==> src/rtl/pwm_gen_pkg.sv <==
package pwm_gen_pkg;
  localparam int CTL_W      = 6;
  localparam int CTL_EN     = 0;
  localparam int CTL_MODE   = 1;
  localparam int CTL_DBGRUN = 2;
  localparam int CTL_SYNC0  = 3;  // policy bits for period, A, B follow in order
  localparam int NUM_SHADOW = 3;
  localparam int SH_LOAD    = 0;
  localparam int SH_CMPA    = 1;
  localparam int SH_CMPB    = 2;
  localparam int NUM_OUT    = 2;

  typedef enum logic {
    DIR_DOWN = 1'b0,
    DIR_UP   = 1'b1
  } cnt_dir_e;
endpackage

==> src/rtl/pwm_shadow_reg.sv <==
module pwm_shadow_reg #(
  parameter int W = 16
) (
  input  logic         clk,
  input  logic         rst_n,
  input  logic         wr_en,
  input  logic [W-1:0] wr_data,
  input  logic         sync_mode,
  input  logic         sync_req,
  input  logic         zero_tick,
  output logic [W-1:0] act_q,
  output logic [W-1:0] act_nxt
);
  logic [W-1:0] buf_q;
  logic         pend_q, pend_d;
  logic         commit;

  always_comb begin
    commit  = zero_tick & (~sync_mode | pend_q);
    pend_d  = (sync_req & sync_mode) | (pend_q & ~commit);
    act_nxt = commit ? buf_q : act_q;
  end

  always_ff @(posedge clk or negedge rst_n) begin
    if (!rst_n) begin
      buf_q <= '0;
    end else if (wr_en) begin
      buf_q <= wr_data;
    end
  end

  always_ff @(posedge clk or negedge rst_n) begin
    if (!rst_n) begin
      act_q <= '0;
    end else if (commit) begin
      act_q <= buf_q;
    end
  end

  always_ff @(posedge clk or negedge rst_n) begin
    if (!rst_n) begin
      pend_q <= 1'b0;
    end else begin
      pend_q <= pend_d;
    end
  end

  AST_ACT_ONLY_AT_ZERO: assert property (@(posedge clk) disable iff (!rst_n)
    !zero_tick |=> $stable(act_q));
  AST_SYNC_GATES_COMMIT: assert property (@(posedge clk) disable iff (!rst_n)
    (zero_tick && sync_mode && !pend_q) |=> $stable(act_q));
endmodule

==> src/rtl/pwm_counter.sv <==
module pwm_counter
  import pwm_gen_pkg::*;
#(
  parameter int W = 16
) (
  input  logic         clk,
  input  logic         rst_n,
  input  logic         en,
  input  logic         updown,
  input  logic         stall,
  input  logic [W-1:0] load_nxt,
  input  logic [W-1:0] load_act,
  output logic [W-1:0] cnt_q
);
  localparam logic [W-1:0] ONE = W'(1);

  cnt_dir_e     dir_q, dir_d;
  logic [W-1:0] cnt_d;
  logic         at_zero;
  logic         cnt_ce;

  always_comb begin
    at_zero = (cnt_q == '0);
    cnt_ce  = ~(en & stall & at_zero);
    cnt_d   = cnt_q;
    dir_d   = dir_q;
    if (!en) begin
      cnt_d = '0;
      dir_d = DIR_UP;
    end else if (at_zero) begin
      dir_d = DIR_UP;
      if (!updown) begin
        cnt_d = load_nxt;
      end else if (load_nxt != '0) begin
        cnt_d = ONE;
      end
    end else if (!updown) begin
      cnt_d = cnt_q - ONE;
    end else if (dir_q == DIR_UP && cnt_q < load_act) begin
      cnt_d = cnt_q + ONE;
    end else begin
      cnt_d = cnt_q - ONE;
      dir_d = DIR_DOWN;
    end
  end

  always_ff @(posedge clk or negedge rst_n) begin
    if (!rst_n) begin
      cnt_q <= '0;
      dir_q <= DIR_UP;
    end else if (cnt_ce) begin
      cnt_q <= cnt_d;
      dir_q <= dir_d;
    end
  end

  AST_HELD_WHEN_OFF: assert property (@(posedge clk) disable iff (!rst_n)
    !en |=> (cnt_q == '0));
  AST_DOWN_STEP: assert property (@(posedge clk) disable iff (!rst_n)
    (en && !updown && cnt_q != '0) |=> (cnt_q == $past(cnt_q) - ONE));
  AST_UPDN_CEIL: assert property (@(posedge clk) disable iff (!rst_n)
    (en && updown) |-> (cnt_q <= load_act));
  AST_DBG_PARK: assert property (@(posedge clk) disable iff (!rst_n)
    (en && stall && cnt_q == '0) |=> (cnt_q == '0));
endmodule

==> src/rtl/pwm_cmp_out.sv <==
module pwm_cmp_out #(
  parameter int W = 16
) (
  input  logic         clk,
  input  logic         rst_n,
  input  logic         en,
  input  logic [W-1:0] cnt,
  input  logic [W-1:0] thresh,
  output logic         pwm_q
);
  logic pwm_d;

  always_comb begin
    if (!en) begin
      pwm_d = 1'b0;
    end else if (cnt == thresh) begin
      pwm_d = 1'b0;
    end else if (cnt == '0) begin
      pwm_d = 1'b1;
    end else begin
      pwm_d = pwm_q;
    end
  end

  always_ff @(posedge clk or negedge rst_n) begin
    if (!rst_n) begin
      pwm_q <= 1'b0;
    end else begin
      pwm_q <= pwm_d;
    end
  end

  AST_OFF_LOW: assert property (@(posedge clk) disable iff (!rst_n)
    !en |=> !pwm_q);
  AST_MATCH_LOW: assert property (@(posedge clk) disable iff (!rst_n)
    (en && cnt == thresh) |=> !pwm_q);
  AST_ZERO_HIGH: assert property (@(posedge clk) disable iff (!rst_n)
    (en && cnt == '0 && thresh != '0) |=> pwm_q);
endmodule

==> src/rtl/pwm_gen_chan.sv <==
module pwm_gen_chan
  import pwm_gen_pkg::*;
#(
  parameter int CNT_W = 16
) (
  input  logic             clk,
  input  logic             rst_n,
  input  logic [5:0]       ctl,
  input  logic             wr_load,
  input  logic             wr_cmpa,
  input  logic             wr_cmpb,
  input  logic [CNT_W-1:0] wr_data,
  input  logic             sync_req,
  input  logic             dbg_req,
  output logic             pwm_a,
  output logic             pwm_b,
  output logic [CNT_W-1:0] cnt_val
);
  logic [1:0]            rst_sync_q;
  logic                  rst_int_n;
  logic                  en, stall, zero_tick;
  logic [NUM_SHADOW-1:0] wr_vec;
  logic [CNT_W-1:0]      act_q   [NUM_SHADOW];
  logic [CNT_W-1:0]      act_nxt [NUM_SHADOW];
  logic [CNT_W-1:0]      cnt_q;
  logic [NUM_OUT-1:0]    pwm_vec;

  always_ff @(posedge clk or negedge rst_n) begin
    if (!rst_n) begin
      rst_sync_q <= 2'b00;
    end else begin
      rst_sync_q <= {rst_sync_q[0], 1'b1};
    end
  end
  assign rst_int_n = rst_sync_q[1];

  always_comb begin
    en        = ctl[CTL_EN];
    stall     = dbg_req & ~ctl[CTL_DBGRUN];
    zero_tick = en & (cnt_q == '0) & ~stall;
    wr_vec    = '0;
    wr_vec[SH_LOAD] = wr_load;
    wr_vec[SH_CMPA] = wr_cmpa;
    wr_vec[SH_CMPB] = wr_cmpb;
  end

  for (genvar i = 0; i < NUM_SHADOW; i++) begin : g_shadow
    pwm_shadow_reg #(.W(CNT_W)) u_shadow (
      .clk       (clk),
      .rst_n     (rst_int_n),
      .wr_en     (wr_vec[i]),
      .wr_data   (wr_data),
      .sync_mode (ctl[CTL_SYNC0 + i]),
      .sync_req  (sync_req),
      .zero_tick (zero_tick),
      .act_q     (act_q[i]),
      .act_nxt   (act_nxt[i])
    );
  end

  pwm_counter #(.W(CNT_W)) u_counter (
    .clk      (clk),
    .rst_n    (rst_int_n),
    .en       (en),
    .updown   (ctl[CTL_MODE]),
    .stall    (stall),
    .load_nxt (act_nxt[SH_LOAD]),
    .load_act (act_q[SH_LOAD]),
    .cnt_q    (cnt_q)
  );

  for (genvar j = 0; j < NUM_OUT; j++) begin : g_out
    pwm_cmp_out #(.W(CNT_W)) u_out (
      .clk    (clk),
      .rst_n  (rst_int_n),
      .en     (en),
      .cnt    (cnt_q),
      .thresh (act_q[SH_CMPA + j]),
      .pwm_q  (pwm_vec[j])
    );
  end

  assign pwm_a   = pwm_vec[0];
  assign pwm_b   = pwm_vec[1];
  assign cnt_val = cnt_q;

  AST_RESET_IDLE: assert property (@(posedge clk)
    !rst_int_n |=> (cnt_val == '0 || !rst_int_n));
endmodule

==> config.mk <==
export PLATFORM = sky130hd
export DESIGN_NAME = pwm_gen_chan
export DESIGN_NICKNAME = d
export VERILOG_FILES = /design/src/rtl/pwm_gen_pkg.sv /design/src/rtl/pwm_shadow_reg.sv /design/src/rtl/pwm_counter.sv /design/src/rtl/pwm_cmp_out.sv /design/src/rtl/pwm_gen_chan.sv
export SDC_FILE = /design/constraint.sdc
export NUM_CORES = 1
export LEC_CHECK = 0
export ABC_AREA = 1
export BUFFER_PORTS_ARGS = -buffer_cell sky130_fd_sc_hd__buf_2
export CORE_MARGIN = 3
export CORE_UTILIZATION = 40
export DETAILED_ROUTE_END_ITERATION = 12
export SLEW_MARGIN = 15
export SYNTH_ARGS = -nofsm -noshare
export SYNTH_HDL_FRONTEND = slang
export SYNTH_SLANG_ARGS = --single-unit
==> constraint.sdc <==
create_clock -name clk -period 7.1 [get_ports clk]
set_clock_uncertainty 0.1 [all_clocks]
set_input_delay 1.42 -clock clk [delete_from_list [all_inputs] [get_ports clk]]
set_output_delay 1.42 -clock clk [all_outputs]
set_load 0.005 [all_outputs]
-- Word level (Yosys, flattened, before mapping)
Index checks and enable logic that the tools add are counted.
- output and inout bits: 18
- input port bits: 29
- register bits: 120
- word-level logic and storage cells: 74
- order comparisons: 1
- bitwise operators: 29
- reduce and logical (&&, ||, !) cells: 5
- eq/ne operators: 7
- multiplexer cells: 16
- $add $sub $neg: 2
- operators by type and width (operator ; number):
    $mux 16 ; 7
    $eq 16x16->1 ; 2
    $add 16x1->16 const B ; 1
    $logic_not 16->1 ; 1
    $lt 16x16->1 ; 1
    $reduce_bool 16->1 ; 1
    $sub 16x1->16 const B ; 1
    $and 1x1->1 ; 14
    $mux 1 ; 9
    $ne 3x1->1 const B ; 3
    $not 1->1 ; 9
    $or 1x1->1 ; 6
    $ne 4x4->1 const B ; 1
    $ne 3x2->1 const B ; 1
    $reduce_and 3->1 ; 1
    $reduce_and 2->1 ; 1
    $logic_and 1x1->1 ; 1

-- Logic depth before layout (Yosys ltp)
- word-level depth: 11
- mapped depth: 18

-- By module
Synthesis repeated with hierarchy kept, for this count alone.
- cell total of the unflattened synthesis: 1004
- area, all modules: 7135.6 um2
- modules (own cells, without submodules) (module ; seq. area each (um2) ; times used ; area an instance (um2) ; cells each):
    pwm_shadow_reg ; 825.8 ; 3 ; 1310.0 ; 141
    pwm_counter ; 426.7 ; 1 ; 2219.6 ; 348
    pwm_cmp_out ; 25.0 ; 2 ; 422.9 ; 105
    pwm_gen_chan ; 50.0 ; 1 ; 140.1 ; 23

-- Least setup slack after synthesis
OpenSTA, ideal clock, no wires.
- path type: input to register
- from: input port ctl[0]
- to: register u_counter.cnt_q[10]
- slack: 4.263 ns
- cell stages on the path: 13
- data arrival time: 2.621 ns
- required time: 6.884 ns
- path through: inv_1 nor2_4 nand3_2 buf_6 nand2_1 nand2_2 nor2_1 nand2_1 nor2_2 nand3_2 nand2_4 buf_6 nor2_1
- RTL lines (element ; RTL line ; RTL):
    from (decl) ; pwm_gen_chan.sv:8 ; input logic [5:0] ctl,
    to (signal assigned) ; pwm_counter.sv:52 ; cnt_q <= cnt_d;
    to (decl) ; pwm_counter.sv:13 ; output logic [W-1:0] cnt_q

==> flow_summary_export.csv <==
group,metric,value,unit
route,wl,16750,um
cts,cts_resized,0,
worst_setup_path,worstSetupPathType,"reg2reg",
worst_setup_path,rr_startpoint,"u_counter.cnt_q[0]$_DFFE_PN0P_",
yosys,ys.flop_type,"dfrtp_1",
worst_setup_path,reg2reg_setup_slack,3.82,ns
run_status,status,"finished clean",
die,ios,47,
yosys,yosysMostFrequentCell,"nand2_1",
global_routing,use_met2,0.3044,
timing,fin_tns_setup,0,ns
die,fp-row-count,45,
route,viasPerCell,4.950,
cts,cts_hold_buf,0,
cts,cts.sinks,120,
worst_setup_path,cpMostUsedCell,"nand2_1",
global_routing,grt_max_degree,80,
die,start_util,0.4133,
power,power-per-cell-area,402.6,nW/um^2
global_routing,grt_pass1_vias,4762,
cts,path_clk_slew,0.06,ns
yosys,synth_commonest_cells,"nand2_1 (186), dfrtp_1 (119), inv_1 (97), o21ai_0 (83), nor2_1 (44)",
worst_setup_path,crit_path_end_kind,"flip-flop",
route,wl_per_cell,16.48,um
cts,cts_max_path_buffers,2,
yosys,synthArstFlopShare,1.000,
die,die_w,132.0,um
power,p_leak,3.590,nW
cts,htree_levels,4,
die,die_area,17430,sq um
flow_run,max-cap-violations,0,
worst_setup_path,path_buf_inv,1,
timing,maxSlewViolCount,0,
yosys,synth_nets,809,
global_routing,gr-usage-met1,0.2779,
timing,finalSetupViolCount,0,
timing,finalCriticalPeriod,3.278,ns
route,routed-via-count,5029,
worst_setup_path,crit_family,"simple AND/OR/NAND/NOR gates",
die,core,15370,sq um
global_routing,grt-ovfl-total,0,
worst_setup_path,cp_slowest_cell,"dfrtp_1",
global_routing,antenna_found_initial,0,
route,ant_nets,0,
yosys,netlist.area_leader.share,0.4688,
yosys,ys_types,37,
yosys,yosysSeqAreaShare,0.4729,
cts,postCtsSetupBuffers,0,
cells_and_area,nFillCells,1516,
timing,fin_crit_sh,0.4617,
yosys,synth.area.top_cells,"dfrtp_1 (47%), nand2_1 (11%), o21ai_0 (6.5%), xor2_1 (5.9%), inv_1 (5.7%)",
cells_and_area,nets,839,
placed_design,dp.cells,984,
cts,clock_latency,0.42,ns
route,drc_errors,0,
worst_setup_path,rr_endpoint,"u_counter.cnt_q[0]$_DFFE_PN0P_",
yosys,ys_ff_latch,120,
global_routing,grt.busiest_layer,"met2",
yosys,syn_area,6352,sq um
worst_setup_path,crit_chain,"inv_1 -> ha_1 -> nand2_1 -> nor2_1 -> nand2_2 -> nor2_4 -> nand3_2 -> nand2_1 -> o21ai_2 -> nor3_1 -> nand3_2 -> nand2_4 -> nand2_1 -> nand2_1",
cts,root_buffer,"clkbuf_16",
min_path,hold_path_class,"reg2async",
cells_and_area,drive_above_1_share,0.1453,
placed_design,hpwl,12060,um
cts,numCtsBuffers,17,
die,dieHeight,132.0,um
worst_setup_path,crit_fanout,20,
yosys,synth_top_area_cell,"dfrtp_1",
worst_setup_path,cp.required,7.35,ns
global_routing,grtUsageMet3,0.04046,
worst_setup_path,worstPathArrival,3.53,ns
yosys,synth_edf_count,0,
yosys,yosysWarnings,0,
global_routing,grt_pass1_wl,26520,um
timing,fmax,305.0,MHz
cells_and_area,finalNonFillerCells,1016,
placed_design,place.gp.congestion,0.9033,
global_routing,track_usage,0.1962,
power,ir_drop,0.0001864,V
timing,rsz0062_at_grt,"false",
worst_setup_path,critPathLaunchType,"flip-flop",
yosys,synth.avg_cell_area,8.336,sq um
route,drt_iter0_drc,339,
worst_setup_path,r2r_cells,14,
cells_and_area,area_delta_synth_final,13.79,%
timing,worstMarginPinSlew,0.9970,ns
placed_design,io_buffers,46,
yosys,syn_inst,762,
worst_setup_path,slowest_delay,0.52,ns
cells_and_area,antennaDiodeCount,0,
timing,max_slew_margin,0.3338,
timing,finalHoldViolCount,0,
route,first_pass_iters,5,
cts,cts_tree,"yes",
[per-layer routing]
| metal | up-vias | routed length [um] |
|---|---|---|
| met2 | 129 | 7624 |
| met4 | 0 | 221 |
| met5 | - | 0 |
| met1 | 2384 | 8084 |
| li1 | 2495 | - |
| met3 | 21 | 815 |
[power breakdown]
group,total (mW),internal (mW),switching [mW]
combinational,0.993,0.403,0.590
clock,0.799,0.488,0.310
sequential,1.12,0.872,0.246
total,2.91,1.76,1.15
[worst max-delay path by stage]
stage / slack (ns) / cells after the start / from / to
finish: 3.82 / 14 / u_counter.cnt_q[0]$_DFFE_PN0P_ / u_counter.cnt_q[0]$_DFFE_PN0P_
global route: 3.58 / 16 / u_counter.cnt_q[0]$_DFFE_PN0P_ / u_counter.cnt_q[0]$_DFFE_PN0P_
CTS: 3.83 / 16 / u_counter.cnt_q[0]$_DFFE_PN0P_ / u_counter.cnt_q[0]$_DFFE_PN0P_
detailed placement: 3.54 / 11 / dbg_req / u_counter.cnt_q[4]$_DFFE_PN0P_
global placement: 3.57 / 12 / dbg_req / u_counter.cnt_q[0]$_DFFE_PN0P_
floorplan: 3.41 / 0 / rst_sync_q[1]$_DFF_PN0_ / g_out[0].u_out.pwm_q$_DFFE_PN0P_
[flip-flops by register name, summed over array words and instances, names as in the netlist]
register / cells
g_out.u_out.pwm_q: 2
u_counter.dir_q: 1
g_shadow.u_shadow.act_q: 48
g_shadow.u_shadow.buf_q: 48
g_shadow.u_shadow.pend_q: 3
rst_sync_q: 2
u_counter.cnt_q: 16
[logic make-up (layout without fill, tap and decap cells)]
group                      after synthesis  count (layout)  share of synthesized area
adders and majority gates               18              18                    0.03545
xor gates and xnor gates                49              49                    0.06756
DFF                                    120             120                     0.4729
muxes                                   12              12                    0.02127
buffers and inverters                  135             178                    0.08725
and+or+nand+nor                        309             309                     0.2135
other                                    1               1                  0.0005903
AOI/OAI and AO/OA                      118             118                     0.1014
[layout by cell type, fill, tap and decap left out, drive strengths merged]
master    instances
bufinv            1
clkbuf           21
a21oi            12
a31oi             2
nand3            19
clkinv            3
xor2             43
xnor2             6
nand3b            1
mux2             12
conb              1
o221ai            1
buf              48
inv              99
o211ai           12
o21ai            87
a21o              1
o21a              1
dfrtp           119
ha               18
clkinvlp          6
nor2             53
nand2           192
o21bai            1
nand4            21
dfstp             1
a21boi            1
nor3             11
nor4              6
or2               6
[final cells by class]
class | instances | area [sq um] | area share
Sequential cell | 120 | 3008 | 0.4161
Multi-Input combinational cell | 507 | 2794 | 0.3865
Clock buffer | 21 | 450.4 | 0.06232
Inverter | 98 | 367.9 | 0.05089
Tap cell | 211 | 264.0 | 0.03652
Timing Repair Buffer | 48 | 245.2 | 0.03393
Clock inverter | 11 | 98.84 | 0.01367
[through the flow]
step | total power, mW | hold WS [ns] | setup slack [ns] | util | cell area, sq um
6_report | 2.910 | 0.2110 | 3.822 | 0.4702 | 7228
5_1_grt | 3.124 | 0.2557 | 3.578 | 0.4702 | 7228
3_3_place_gp | 2.100 | 0.2292 | 3.574 | 0.4345 | 6679
4_1_cts | 2.919 | 0.2359 | 3.834 | 0.4702 | 7228
3_5_place_dp | 2.117 | 0.2289 | 3.539 | 0.4345 | 6679
2_1_floorplan | 1.821 | 0.2312 | 3.411 | - | 6352
(Power assumes the default switching activity.)
